$ cat src/rtl/pd_hold_wrap.sv
module pd_hold_wrap #(
  parameter int NIN  = 8,
  parameter int NOUT = 8
) (
  input  logic            clk,
  input  logic            rst_n,
  input  logic            pd_feature_en,
  input  logic            pd_pin,
  input  logic [NIN-1:0]  pin_in,
  input  logic [NOUT-1:0] core_out,
  input  logic [NOUT-1:0] core_oe,
  output logic [NIN-1:0]  core_in,
  output logic            pd_to_core,
  output logic            core_hold,
  output logic [NOUT-1:0] pin_out,
  output logic [NOUT-1:0] pin_oe
);

  logic            pd_req;
  logic            hold_q;
  logic [NIN-1:0]  in_snap;
  logic [NOUT-1:0] out_snap;
  logic [NOUT-1:0] oe_snap;

  assign pd_req = pd_feature_en & pd_pin;

  always_ff @(posedge clk) begin
    if (!rst_n) begin
      hold_q   <= 1'b0;
      in_snap  <= '0;
      out_snap <= '0;
      oe_snap  <= '0;
    end else begin
      hold_q <= pd_req;
      if (!hold_q) begin
        in_snap  <= pin_in;
        out_snap <= core_out;
        oe_snap  <= core_oe;
      end
    end
  end

  assign core_hold  = hold_q;
  assign core_in    = hold_q ? in_snap  : pin_in;
  assign pin_out    = hold_q ? out_snap : core_out;
  assign pin_oe     = hold_q ? oe_snap  : core_oe;
  assign pd_to_core = pd_feature_en ? 1'b0 : pd_pin;

endmodule


$ cat config.mk
export PLATFORM = sky130hd
export DESIGN_NAME = pd_hold_wrap
export DESIGN_NICKNAME = d
export VERILOG_FILES = /design/src/rtl/pd_hold_wrap.sv
export SDC_FILE = /design/constraint.sdc
export NUM_CORES = 1
export LEC_CHECK = 0
export BUFFER_PORTS_ARGS = -buffer_cell sky130_fd_sc_hd__buf_2
export CORE_AREA = 2 2 57 48
export DETAILED_ROUTE_END_ITERATION = 12
export DIE_AREA = 0 0 59 50
export HOLD_SLACK_MARGIN = 0.02
export PLACE_DENSITY = 0.78
export RECOVER_POWER = 50
export SETUP_SLACK_MARGIN = 0.4
export SLEW_MARGIN = 10
export SYNTH_ARGS = -nofsm -noshare
export SYNTH_HDL_FRONTEND = slang
export SYNTH_SLANG_ARGS = --single-unit
$ cat constraint.sdc
create_clock -name clk -period 2.5 [get_ports clk]
set_input_delay 0.375 -clock clk [delete_from_list [all_inputs] [get_ports clk]]
set_output_delay 0.375 -clock clk [all_outputs]
set_load 0.05 [all_outputs]
==> results.tsv <==
stage	metric	value	unit
floorplan	io_pins	54	
final_layout	fillers	236	
drt	drt_iter0_drc	6	
drt	dr.pass1.iters	3	
placed_design	place.gp.congestion	0.708	
drt	wl_per_cell	12.2	um
synthesis	syn-num-nets	108	
synthesis	synth-seq-cells	25	
final_layout	area_delta_synth_final	19.7	%
timing	slew_viol_final	0	
hold_path	holdCritPathClass	in -> reg	
timing	worstMarginPinSlew	0.771	ns
synthesis	synth.most_common_cell	dfxtp_1	
hold_path	whs_path_depth	2	
synthesis	yosysWarnings	0	
setup_path	r2r_end	in_snap[4]$_SDFF_PN0_	
timing	final-setup-viol-count	0	
timing	timing.fmax	0.500	GHz
global_route	grt_pass1_wl	3.21	mm
timing	fin_skew	0.00430	ns
drt	ant_nets	0	
synthesis	synth_compound_area_share	0	%
final_layout	nets	162	
final_layout	final_layout_size_suffix_gt1_share	46.6	%
clocking	clock_path_buffers	2	
floorplan	core	2360	sq um
clocking	htreeDepth	1	
synthesis	synth_area_leaders	dfxtp_1 (47%), mux2_4 (28%), and2_1 (13%)	
synthesis	dominantRegCellSynth	dfxtp_1	
floorplan	placementRows	16	
timing	slew_headroom	48.6	%
synthesis	synth_simple_gate_area_share	15.6	%
clocking	clock-sinks	25	
synthesis	yosysTopAreaCell	dfxtp_1	
synthesis	synth_top_family_by_area	multiplexers	
setup_path	crit_arrival	1.62	ns
setup_path	rrSetupSlack	1.15	ns
floorplan	start_util	45.4	%
power_and_ir_drop	vdd_drop_max	0.328	mV
global_route	grt_overflow	0	
drt	drc_errors	0	
floorplan	die_x	59	um
clocking	cts_buffers	3	
global_route	grt_max_degree	26	
synthesis	synth_xor_area_share	0	%
synthesis	synth_area_per_cell	13.4	sq um
clocking	cts_tree	done	
run	max_cap_viol_count	0	
synthesis	synth_top_area_share	46.7	%
timing	period_needed	2.00	ns
synthesis	yosysUniqueCellTypes	10	
setup_path	critPathLaunchType	flop	
placed_design	io_buffer_count	53	
setup_path	reg2reg_from	core_hold$_SDFF_PN0_	
synthesis	synth_edf_count	0	
synthesis	ys_seq_area_share	46.7	%
final_layout	n_antenna_cell	0	
drt	num_vias	745	
global_route	grtUsageTotal	14.2	%
synthesis	syn_inst	80	
floorplan	die_h	50	um
power_and_ir_drop	p_leak	0.617	nW
placed_design	place_inst	156	
clocking	clkTransAtPathRegs	0.13	ns
timing	fin_tns_setup	0	ns
floorplan	die_area	2950	sq um
setup_path	cp.required	2.12	ns
global_route	grt_pass1_vias	778	
hold_path	min_to	core_hold$_SDFF_PN0_	
synthesis	synthAdderAreaFrac	0	%
clocking	insertion_delay	0.31	ns
timing	rsz0062_at_grt	no	
synthesis	synth_mux_area_share	32.2	%
synthesis	synthTopCellsByCount	dfxtp_1 (25), and2_1 (22), mux2_4 (20)	
setup_path	cp-end-kind	output pin	
setup_path	worstSetupPathType	reg -> out	
power_and_ir_drop	power.density	639	nW/um^2
drt	viasPerCell	4.66	
run_status	status	complete, no violations	
synthesis	ys_async_sr_fraction	0	%
setup_path	r2r_cells	3	
drt	routed_wl	1.94	mm
global_route	antenna_found_initial	0	
synthesis	netlist_area	1070	sq um
hold_path	hold_path_startpoint	pd_pin	
clocking	clk_root_buffer_cell	clkbuf_4	
timing	period_share	79.9	%
timing	final_hold_viol_count	0	
setup_path	crit_fanout	20	
final_layout	instances_no_fill	160	
-- cell usage in the layout (no fill, tap or decap), drive strengths merged --
master and count:
and2 24, nor2b 1, mux2 24, clkbuf 6, dfxtp 25, and3 1
buf 52
-- flip-flops by register name (all words and copies together), names as in the netlist --
signal	flops
in_snap	8
oe_snap	8
out_snap	8
core_hold	1
-- cell families after synthesis --
| logic type | count (synthesis) |
|---|---|
| DFF | 25 |
| buffers and inverters | 5 |
| and+or+nand+nor | 26 |
| muxes | 24 |
-- worst max path at each step --
stage	startpoint	end	slack (ns)
after floorplan	core_hold$_SDFF_PN0_	core_in[2]	0.77
after global placement	core_hold$_SDFF_PN0_	pin_out[3]	0.79
after detailed placement	core_hold$_SDFF_PN0_	core_in[0]	0.74
after CTS	core_hold$_SDFF_PN0_	core_in[6]	0.45
after global routing	core_hold$_SDFF_PN0_	core_in[6]	0.40
final	core_hold$_SDFF_PN0_	core_in[6]	0.50
-- final cells by class --
cell class	count	area, sq um	area share (%)
flip-flops and latches	25	500	39.0
multi-input cells	50	445	34.7
repair buffers	54	278	21.6
well taps	27	33.8	2.63
clock buffers	4	26.3	2.05
-- power by group --
part | leakage, nW | internal, mW | switching, mW
Sequential | 0.208 | 0.423 | 0.00683
Clock | 0.0150 | 0.0622 | 0.113
Combinational | 0.394 | 0.0691 | 0.147
Total | 0.617 | 0.554 | 0.267
-- worst max-delay path: stages, from the launching register on --
cell and delay, ns:
dfxtp_1 0.50, buf_8 0.23, mux2_1 0.36, buf_2 0.22
-- per-stage QoR --
stage / utilization [%] / hold WS, ns / cell area, sq um / power [mW] / setup slack, ns
finish: 54.3 / 0.290 / 1280 / 0.821 / 0.501
global route: 54.3 / 0.287 / 1280 / 0.864 / 0.396
CTS: 57.2 / 0.285 / 1350 / 0.851 / 0.451
detailed placement: 55.9 / 0.565 / 1320 / 0.678 / 0.741
global placement: 55.9 / 0.557 / 1320 / 0.673 / 0.789
floorplan: - / 0.497 / 1070 / 0.628 / 0.770
-- layer usage --
layer	part of all wire, %	global-route usage (%)	vias to the layer above
met2	51	25.6	31
met5	0	0	-
met4	0	4.92	0
li1	-	-	367
met1	42	15.7	347
met3	7.3	3.94	0
-- timing repair --
action | CTS | global route
gates resized for setup | 1 | 1
endpoints found under the setup margin | 20 | 20
setup buffers | 0 | 0
hold buffers | 0 | 0
Note: power is estimated with default switching activity, not from simulation.
